--- src/rtl/fmul_pkg.sv ---
package fmul_pkg;

  typedef enum logic [1:0] {
    CLS_ZERO = 2'd0,
    CLS_NUM  = 2'd1,
    CLS_INF  = 2'd2,
    CLS_NAN  = 2'd3
  } fcls_e;

  typedef enum logic [1:0] {
    ST_IDLE = 2'd0,
    ST_RUN  = 2'd1,
    ST_FIN  = 2'd2
  } fmul_st_e;

endpackage

--- src/rtl/fmul_special.sv ---
module fmul_special
  import fmul_pkg::*;
#(
  parameter int MW = 96,
  parameter int EW = 16
) (
  input  logic [1:0]    a_cls_i,
  input  logic          a_sign_i,
  input  logic [EW-1:0] a_exp_i,
  input  logic [MW-1:0] a_mant_i,
  input  logic [1:0]    b_cls_i,
  input  logic          b_sign_i,
  input  logic [EW-1:0] b_exp_i,
  input  logic [MW-1:0] b_mant_i,
  output logic          spec_o,
  output logic [1:0]    cls_o,
  output logic          sign_o,
  output logic [EW-1:0] exp_o,
  output logic [MW-1:0] mant_o
);

  logic          a_heavy;
  logic [1:0]    x_cls;
  logic [1:0]    y_cls;
  logic [EW-1:0] y_exp;
  logic [MW-1:0] y_mant;
  logic          sgn_x;

  always_comb begin
    a_heavy = (a_cls_i > b_cls_i);
    x_cls   = a_heavy ? b_cls_i  : a_cls_i;
    y_cls   = a_heavy ? a_cls_i  : b_cls_i;
    y_exp   = a_heavy ? a_exp_i  : b_exp_i;
    y_mant  = a_heavy ? a_mant_i : b_mant_i;
    sgn_x   = a_sign_i ^ b_sign_i;

    spec_o = 1'b1;
    cls_o  = y_cls;
    sign_o = sgn_x;
    exp_o  = y_exp;
    mant_o = y_mant;
    if (y_cls == CLS_NAN) begin
      spec_o = 1'b1;
    end else if (y_cls == CLS_INF) begin
      if (x_cls == CLS_ZERO) begin
        cls_o  = CLS_NAN;
        sign_o = 1'b0;
        exp_o  = '0;
        mant_o = '1;
      end
    end else if (x_cls == CLS_ZERO) begin
      cls_o  = CLS_ZERO;
      exp_o  = '0;
      mant_o = '0;
    end else begin
      spec_o = 1'b0;
    end
  end

endmodule

--- src/rtl/fmul_step.sv ---
module fmul_step #(
  parameter int MW = 96
) (
  input  logic [MW-1:0] acc_i,
  input  logic          stk_i,
  input  logic [MW-1:0] xm_i,
  input  logic          skip_i,
  input  logic          ybit_i,
  output logic [MW-1:0] acc_o,
  output logic          stk_o
);

  logic [MW-1:0] shr1;

  always_comb begin
    shr1 = acc_i >> 1;
    if (skip_i) begin
      acc_o = acc_i >> 32;
      stk_o = stk_i | (|acc_i[31:0]);
    end else begin
      acc_o = ybit_i ? (shr1 + xm_i) : shr1;
      stk_o = stk_i | acc_i[0];
    end
  end

endmodule

--- src/rtl/fmul_seq.sv ---
module fmul_seq
  import fmul_pkg::*;
#(
  parameter int NWORDS = 3,
  parameter int GUARD  = 3,
  parameter int LEAD   = 20,
  parameter int EW     = 16,
  localparam int MW    = NWORDS * 32
) (
  input  logic          clk,
  input  logic          rst_n,
  input  logic          start_i,
  input  logic [1:0]    a_cls_i,
  input  logic          a_sign_i,
  input  logic [EW-1:0] a_exp_i,
  input  logic [MW-1:0] a_mant_i,
  input  logic [1:0]    b_cls_i,
  input  logic          b_sign_i,
  input  logic [EW-1:0] b_exp_i,
  input  logic [MW-1:0] b_mant_i,
  output logic          done_o,
  output logic [1:0]    r_cls_o,
  output logic          r_sign_o,
  output logic [EW-1:0] r_exp_o,
  output logic [MW-1:0] r_mant_o,
  output logic          r_sticky_o
);

  localparam int P  = 32 * (NWORDS - 1) + LEAD;
  localparam int IW = $clog2(MW + 1);

  fmul_st_e      st_q, st_d;
  logic [IW-1:0] idx_q, idx_d;
  logic [MW-1:0] acc_q, acc_d;
  logic          stk_q, stk_d;
  logic [MW-1:0] xm_q, xm_d;
  logic [MW-1:0] ym_q, ym_d;
  logic [EW-1:0] exp_q, exp_d;
  logic          sgn_q, sgn_d;
  logic          done_q, done_d;
  logic [1:0]    rc_q, rc_d;
  logic          rs_q, rs_d;
  logic [EW-1:0] re_q, re_d;
  logic [MW-1:0] rm_q, rm_d;
  logic          rk_q, rk_d;

  logic          sp_flag;
  logic [1:0]    sp_cls;
  logic          sp_sign;
  logic [EW-1:0] sp_exp;
  logic [MW-1:0] sp_mant;

  logic [31:0]   ywin;
  logic          skip;
  logic          ybit;
  logic [MW-1:0] acc_nx;
  logic          stk_nx;

  fmul_special #(.MW(MW), .EW(EW)) u_special (
    .a_cls_i (a_cls_i),  .a_sign_i(a_sign_i), .a_exp_i(a_exp_i), .a_mant_i(a_mant_i),
    .b_cls_i (b_cls_i),  .b_sign_i(b_sign_i), .b_exp_i(b_exp_i), .b_mant_i(b_mant_i),
    .spec_o  (sp_flag),  .cls_o   (sp_cls),   .sign_o (sp_sign), .exp_o   (sp_exp),
    .mant_o  (sp_mant)
  );

  always_comb begin
    ywin = ym_q[{idx_q[IW-1:5], 5'd0} +: 32];
    skip = (idx_q[4:0] == 5'd0) && (ywin == 32'd0);
    ybit = ym_q[idx_q];
  end

  fmul_step #(.MW(MW)) u_step (
    .acc_i (acc_q), .stk_i (stk_q), .xm_i (xm_q),
    .skip_i(skip),  .ybit_i(ybit),
    .acc_o (acc_nx), .stk_o(stk_nx)
  );

  // next-state logic
  always_comb begin
    st_d   = st_q;
    idx_d  = idx_q;
    acc_d  = acc_q;
    stk_d  = stk_q;
    xm_d   = xm_q;
    ym_d   = ym_q;
    exp_d  = exp_q;
    sgn_d  = sgn_q;
    done_d = 1'b0;
    rc_d   = rc_q;
    rs_d   = rs_q;
    re_d   = re_q;
    rm_d   = rm_q;
    rk_d   = rk_q;
    unique case (st_q)
      ST_IDLE: begin
        if (start_i) begin
          if (sp_flag) begin
            rc_d   = sp_cls;
            rs_d   = sp_sign;
            re_d   = sp_exp;
            rm_d   = sp_mant;
            rk_d   = 1'b0;
            done_d = 1'b1;
          end else begin
            xm_d  = a_mant_i;
            ym_d  = b_mant_i;
            acc_d = '0;
            stk_d = 1'b0;
            exp_d = a_exp_i + b_exp_i;
            sgn_d = a_sign_i ^ b_sign_i;
            idx_d = (b_mant_i[31:0] == 32'd0) ? IW'(32) : IW'(GUARD);
            st_d  = ST_RUN;
          end
        end
      end
      ST_RUN: begin
        acc_d = acc_nx;
        stk_d = stk_nx;
        idx_d = skip ? (idx_q + IW'(32)) : (idx_q + IW'(1));
        if (!skip && (idx_q == IW'(P))) st_d = ST_FIN;
      end
      ST_FIN: begin
        rc_d   = CLS_NUM;
        rs_d   = sgn_q;
        if (acc_q[P+1]) begin
          rm_d = acc_q >> 1;
          rk_d = stk_q | acc_q[0];
          re_d = exp_q + EW'(1);
        end else begin
          rm_d = acc_q;
          rk_d = stk_q;
          re_d = exp_q;
        end
        done_d = 1'b1;
        st_d   = ST_IDLE;
      end
      default: st_d = ST_IDLE;
    endcase
  end

  // registers
  always_ff @(posedge clk or negedge rst_n) begin
    if (!rst_n) begin
      st_q   <= ST_IDLE;
      idx_q  <= '0;
      acc_q  <= '0;
      stk_q  <= 1'b0;
      xm_q   <= '0;
      ym_q   <= '0;
      exp_q  <= '0;
      sgn_q  <= 1'b0;
      done_q <= 1'b0;
      rc_q   <= CLS_ZERO;
      rs_q   <= 1'b0;
      re_q   <= '0;
      rm_q   <= '0;
      rk_q   <= 1'b0;
    end else begin
      st_q   <= st_d;
      idx_q  <= idx_d;
      acc_q  <= acc_d;
      stk_q  <= stk_d;
      xm_q   <= xm_d;
      ym_q   <= ym_d;
      exp_q  <= exp_d;
      sgn_q  <= sgn_d;
      done_q <= done_d;
      rc_q   <= rc_d;
      rs_q   <= rs_d;
      re_q   <= re_d;
      rm_q   <= rm_d;
      rk_q   <= rk_d;
    end
  end

  assign done_o     = done_q;
  assign r_cls_o    = rc_q;
  assign r_sign_o   = rs_q;
  assign r_exp_o    = re_q;
  assign r_mant_o   = rm_q;
  assign r_sticky_o = rk_q;

  AST_SPECIAL_FAST: assert property (@(posedge clk) disable iff (!rst_n)
    (st_q == ST_IDLE && start_i && sp_flag) |=> done_o);

  AST_DONE_PULSE: assert property (@(posedge clk) disable iff (!rst_n)
    (done_o && !start_i) |=> !done_o);

  AST_RESULT_HOLD: assert property (@(posedge clk) disable iff (!rst_n)
    (st_q == ST_IDLE && !start_i) |=> ($stable(r_mant_o) && $stable(r_cls_o) && $stable(r_exp_o)));

  AST_NORMALISED: assert property (@(posedge clk) disable iff (!rst_n)
    (done_o && r_cls_o == CLS_NUM) |-> (r_mant_o[P] && !r_mant_o[P+1]));

  AST_INDEX_RANGE: assert property (@(posedge clk) disable iff (!rst_n)
    (st_q == ST_RUN) |-> (idx_q <= IW'(P)));

  AST_NO_EARLY_DONE: assert property (@(posedge clk) disable iff (!rst_n)
    (st_q == ST_RUN) |=> !done_o);

endmodule

--- config.mk ---
export PLATFORM = sky130hd
export DESIGN_NAME = fmul_seq
export DESIGN_NICKNAME = d
export VERILOG_FILES = /design/src/rtl/fmul_pkg.sv /design/src/rtl/fmul_special.sv /design/src/rtl/fmul_step.sv /design/src/rtl/fmul_seq.sv
export SDC_FILE = /design/constraint.sdc
export NUM_CORES = 1
export LEC_CHECK = 0
export BUFFER_PORTS_ARGS = -buffer_cell sky130_fd_sc_hd__buf_2
export CORE_MARGIN = 5
export CORE_UTILIZATION = 45
export DETAILED_ROUTE_END_ITERATION = 12
export GPL_ROUTABILITY_DRIVEN = 0
export GPL_TIMING_DRIVEN = 0
export PLACE_DENSITY = 0.63
export SETUP_SLACK_MARGIN = 0.3
export SLEW_MARGIN = 20
export SYNTH_ARGS = -nofsm -noshare
export SYNTH_HDL_FRONTEND = slang
export SYNTH_SLANG_ARGS = --single-unit
--- constraint.sdc ---
create_clock -name clk -period 4.5 [get_ports clk]
set_input_delay 0.9 -clock clk [delete_from_list [all_inputs] [get_ports clk]]
set_output_delay 0.9 -clock clk [all_outputs]
set_load 0.01 [all_outputs]
Word-level counts from Yosys, hierarchy flattened
Index checks and enable logic that the tools add are counted.
{"block": "word_totals", "ff_bits": 432, "out_inout_bits": 117}
{"block": "classes", "shift": 1, "eq_ne": 9, "n_reduce_logical": 15, "add_sub_neg": 5, "magnitude_cmp": 2, "bitwise": 4, "n_mux": 61}
{"operator": "two-way mux 96 bit", "count": 12}
{"operator": "case mux 96 bit (2 select lines)", "count": 2}
{"operator": "adder 95 x 96 -> 96 bit", "count": 1}
{"operator": "two-way mux 16 bit", "count": 6}
{"operator": "indexed part select 96 x 8 -> 32 bit", "count": 1}
{"operator": "zero test 32 bit", "count": 2}
{"operator": "case mux 16 bit (2 select lines)", "count": 1}
{"operator": "OR reduction 32 bit", "count": 1}
{"operator": "two-way mux 2 bit", "count": 11}
{"operator": "two-way mux 7 bit", "count": 3}
{"operator": "two-way mux 1 bit", "count": 17}
{"operator": "adder 16 x 1 -> 16 bit, second input constant", "count": 1}
{"operator": "adder 16 bit", "count": 1}
{"operator": "case mux 7 bit (2 select lines)", "count": 1}
{"operator": "AND reduction 3 bit", "count": 4}
{"operator": "< comparator 7 x 8 -> 1 bit, second input constant", "count": 1}
{"operator": "!= test 2 bit, second input constant", "count": 4}
{"operator": "case mux 1 bit (2 select lines)", "count": 4}
{"operator": "case mux 2 bit (2 select lines)", "count": 2}
{"operator": "adder 7 x 1 -> 7 bit, second input constant", "count": 1}
{"operator": "adder 7 x 6 -> 7 bit, second input constant", "count": 1}
{"operator": "binary-select mux 1 bit (select 7 bit)", "count": 1}
{"operator": "== test 7 bit, second input constant", "count": 1}
{"operator": "== test 2 bit, second input constant", "count": 3}
{"operator": "11 further kinds", "count": 15}

Depth between registers and ports, before layout
{"block": "logic_depth", "depth_word": 9, "depth_mapped": 16, "depth_no_buf": 13}

Modules after synthesis
A second synthesis with hierarchy kept.
{"block": "unflattened", "hier_cells": 3672, "hier_area_um2": 30022.5}
{"module": "fmul_seq", "n_inst": 1, "area_each_um2": 20023.0, "cells_per_inst": 2011}
{"module": "fmul_step", "n_inst": 1, "area_each_um2": 7993.9, "cells_per_inst": 1247}
{"module": "fmul_special", "n_inst": 1, "area_each_um2": 2005.7, "cells_per_inst": 414}

Least setup slack after synthesis
No wires, ideal clock.
{"block": "synth_path", "path_kind": "input to register", "start": "input b_cls_i[1]", "end": "register exp_q[0]", "path_slack_ps": 1033, "setup_ps": 125, "path_buffers": 4, "t_arrival_ps": 3343, "stages": 13, "cell_sequence": "inv_1 ha_1 nor2_1 o22ai_1 clkbuf_1 mux2i_1 nand2b_1 nand2_1 or3_1 clkbuf_1 clkbuf_1 clkbuf_1 mux2_2"}
{"block": "synth_via", "elab_chain_cells": 8}
{"item": "from (decl)", "line": "fmul_seq.sv:17", "source": "input logic [1:0] b_cls_i,"}
{"item": "> comparator 2 bit", "line": "fmul_special.sv:30", "source": "a_heavy = (a_cls_i > b_cls_i);"}
{"item": "two-way mux 2 bit", "line": "fmul_special.sv:31", "source": "x_cls = a_heavy ? b_cls_i : a_cls_i;"}
{"item": "zero test 2 bit", "line": "fmul_special.sv:51", "source": "end else if (x_cls == CLS_ZERO) begin"}
{"item": "two-way mux 1 bit", "line": "fmul_special.sv:51"}
{"item": "two-way mux 1 bit", "line": "fmul_special.sv:44", "source": "end else if (y_cls == CLS_INF) begin"}
{"item": "two-way mux 1 bit (*)", "line": "fmul_special.sv:42", "source": "if (y_cls == CLS_NAN) begin"}
{"item": "NOT 1 bit (no source line) (*)"}
{"item": "AND reduction 3 bit (no source line) (*)"}
{"item": "to (signal assigned)", "line": "fmul_seq.sv:165", "source": "exp_q <= exp_d;"}
{"item": "to (decl)", "line": "fmul_seq.sv:38", "source": "logic [EW-1:0] exp_q, exp_d;"}
Mark *: on every way between the ends. The rest lies on a longest branch, timed or not.
A chain may end at the register's enable or synchronous reset.

Worst setup path after layout
{"block": "layout_path", "start": "register acc_q[43]", "end": "register acc_q[94]"}
{"block": "layout_via", "elab_chain_cells": 4}
{"item": "from (decl)", "line": "fmul_seq.sv:34", "source": "logic [MW-1:0] acc_q, acc_d;"}
{"item": "from (signal assigned)", "line": "fmul_seq.sv:146", "source": "acc_q <= '0;"}
{"item": "from (signal assigned)", "line": "fmul_seq.sv:161", "source": "acc_q <= acc_d;"}
{"item": "adder 95 x 96 -> 96 bit", "line": "fmul_step.sv:21", "source": "acc_o = ybit_i ? (shr1 + xm_i) : shr1;"}
{"item": "two-way mux 96 bit", "line": "fmul_step.sv:21"}
{"item": "two-way mux 96 bit", "line": "fmul_step.sv:17", "source": "if (skip_i) begin"}
{"item": "case mux 96 bit (2 select lines)", "line": "fmul_seq.sv:94", "source": "unique case (st_q)"}
No other way between the ends.

==> metrics.txt <==
Cell variety after synth 77; Syn Inst Count 3,239; Max Slew Vio Count 0; RR Endpoint acc_q[94]; register share of total power 27.9%; CP max stage delay around 0.55 ns; Syn Std Cell Area 29,100 um2; Clk Latency, worst-skew pair 0.62 ns; Switching Fraction 49.2%; worst hold path type input pin to asynchronous set/reset pin; Int Pwr 15.1 mW; max_slew headroom 18.7%; Reg clk slew, reported paths 0.06 ns; Top delay family on crit path simple AND/OR/NAND/NOR gates; final WL 127 mm; global-route wire length before repair 184 mm; Seq cells post-synth about 430; Die Height roughly 260 um; critical path class flip-flop to flip-flop; worst-path fanout max 10; via count ~30,000; Total Routing Usage GR 34.6%; port bufs 349; core area 64,200 um2; via count of the first global-routing pass 28,000; slowest CP cell dfrtp_1; Layout area overhead 16.6%; initial core utilization between 40 and 50%; Longest Clk Path Bufs 3; DR iter-0 viols around 3,500; worst slew pin tran 1.21 ns; max frequency 0.242 GHz; # IOs 350; layout cells sized above 1 20.2%; Routed WL per cell 28.0 um; outcome finished clean; drc violations 0; final worst-path cycle share 91.9%; Final Skew 0.0248 ns; vias per std cell 6.45; peak supply drop 0.000480 V; CTS tree yes; clock power share 15.0%; WP data required 5.04 ns; Top FF cell, synth dfrtp_1; Max Cap Viol 0; crit path cell chain ha_1, clkbuf_1, nand4_1, nor4_4, nand2_1, a31oi_2, a211o_1, a211oi_2, or2_2, o21ai_0, mux2_2, nand3_1; Crit path arrival time roughly 4.7 ns; DR pass1 iterations 9; Setup crit start kind flip-flop; Synth Net Count 3,591; setup violators final 0; largest net degree at the start of global routing 96; CTS Buf Count 50; Post-synth EDFFs 0; Buf/Inv on CP 1; Synth async-reset ratio 100%; Overflow after GRT 0; hold_ws 0.265 ns; hold buffers post-CTS 0; Design Power 29.7 mW; htree depth 2; Pleak 15.0 nW; reg2reg path depth 12; CTS sink cnt ~430; Final nets 3,997; combinational power share 57.1%; RR Startpoint acc_q[43]; row cnt 93; Post-DP HPWL about 100 mm; CTS Root Cell clkbuf_16; FILL cells 6,111; initial antenna violation count 7; Placed Area between 30,000 and 40,000 um2; Avg Inst Size Synth 8.99 um2; pwr dens 876 nW/um2; kind of end point of the critical path flip-flop; final hold violations 0; crit path time final 4.14 ns; Final Cell Area about 34,000 um2; Reg2Reg Setup Slack 0.36 ns; final antenna-violating net count 0; die span in x 264 um; Seq/Total Area, Yosys 37.1%; die area 69,900 um2; unrepaired setup endpoints after global routing no; sw power 14.6 mW; warning count from the yosys run 0
repair_timing:
item	4_1_cts	5_1_grt
setup endpoints to repair	196	84
setup buffers	0	1
gates resized for setup	7	24
pin swaps	0	2
worst reg2reg max path, stage by stage (launching register included):
cell and delay, ns:
dfrtp_1 0.55, ha_1 0.36, clkbuf_1 0.33, nand4_1 0.30, nor4_4 0.45, nand2_1 0.17, a31oi_2 0.34, a211o_1 0.26
a211oi_2 0.16, or2_2 0.37, o21ai_0 0.32, mux2_2 0.38, nand3_1 0.08
how the worst max path moves through the flow:
stage / end / slack [ns] / depth (start not counted) / from
floorplan: exp_q[0] / 1.03 / 13 / b_cls_i[1]
global placement: ym_q[78] / -6.57 / 1 / rst_n
detailed placement: r_mant_o[82] / -0.90 / 14 / b_cls_i[1]
CTS: r_mant_o[82] / 0.32 / 15 / a_cls_i[1]
global route: acc_q[51] / 0.30 / 11 / idx_q[5]
finish: acc_q[94] / 0.36 / 12 / acc_q[43]
cell usage after synthesis, drive strengths merged, types with 13 or more instances:
master | n | area, um2
xnor2 | 59 | 517
o211ai | 62 | 470
o21a | 22 | 165
o21bai | 24 | 180
mux2i | 122 | 1220
a21oi | 299 | 1500
clkbuf | 224 | 842
and3 | 17 | 106
nand3 | 37 | 185
a21o | 61 | 458
mux4 | 28 | 631
xor2 | 45 | 394
o21ai | 251 | 1260
a211oi | 92 | 696
nor3 | 36 | 180
mux2 | 195 | 2200
a311oi | 62 | 543
ha | 117 | 1460
a31oi | 20 | 125
nand4 | 69 | 432
nor2b | 13 | 81.3
nor2 | 138 | 518
dfrtp | 432 | 10800
nand2 | 498 | 1870
a22oi | 27 | 203
buf | 33 | 186
inv | 42 | 158
nor4 | 50 | 325
layout make-up:
type / count / area, um2 / share of cell area, %
clock buffer: 77 / 1550 / 4.58
sequential: 432 / 10800 / 31.8
multi-input combinational: 2508 / 17200 / 50.6
clock inverter: 15 / 233 / 0.686
timing repair buffer: 354 / 1870 / 5.52
antenna: 7 / 17.5 / 0.0516
tap: 855 / 1070 / 3.15
inverter: 42 / 158 / 0.464
buffer: 257 / 1060 / 3.11
placed cells by master, fill, tap and decap left out, types with 37 or more instances in the layout:
cell type	instances
a211oi_1	88
a21o_1	61
a21oi_1	296
a311oi_1	61
buf_2	368
clkbuf_1	213
clkbuf_16	51
dfrtp_1	432
ha_1	117
inv_1	41
mux2_2	195
mux2i_1	122
nand2_1	497
nand3_1	37
nand4_1	69
nor2_1	138
nor4_1	47
o211ai_1	61
o21ai_0	246
xnor2_1	59
xor2_1	45
metrics by stage:
step | utilization (%) | TNS, ns | instances | worst slack [ns]
after floorplan | - | 0 | 3239 | 1.03
after global placement | 49.7 | -2955.12 | 4443 | -6.57
after detailed placement | 49.9 | -119.30 | 4447 | -0.905
after CTS | 52.7 | 0 | 4539 | 0.319
after global routing | 52.8 | 0 | 4544 | 0.303
final | 52.8 | 0 | 4547 | 0.365
power by group through the flow:
stage / Clock [mW] / Combinational (mW) / Sequential, mW
finish: 4.46 / 17.0 / 8.29
global route: 4.62 / 18.3 / 8.37
CTS: 4.47 / 16.5 / 8.13
detailed placement: 0 / 16.4 / 8.17
global placement: 0 / 16.2 / 8.16
floorplan: 0 / 11.4 / 7.27
layer usage:
| layer | track usage, % | vias up | wire length, um |
|---|---|---|---|
| met5 | 0 | - | 0 |
| met4 | 17.1 | 0 | 7640 |
| met3 | 7.26 | 342 | 13000 |
| met2 | 52.1 | 1764 | 54700 |
| met1 | 47.6 | 14400 | 51800 |
| li1 | - | 12800 | - |
registers in the layout, indices dropped and copies added, names as in the netlist:
name        count
ym_q           96
xm_q           96
sgn_q           1
r_mant_o       96
done_o          1
st_q            2
r_sticky_o      1
stk_q           1
r_cls_o         2
acc_q          96
exp_q          16
idx_q           7
r_exp_o        16
r_sign_o        1
cells by family after synthesis:
logic type	after synthesis	share of synthesized area, %
muxes	345	13.9
and+or+nand+nor	916	14.1
DFF	432	37.1
AOI/OAI and AO/OA	1024	22.5
xor gates and xnor gates	104	3.13
buffers and inverters	299	4.08
adders and majority gates	119	5.17
Note: power is estimated with default switching activity, not from simulation.
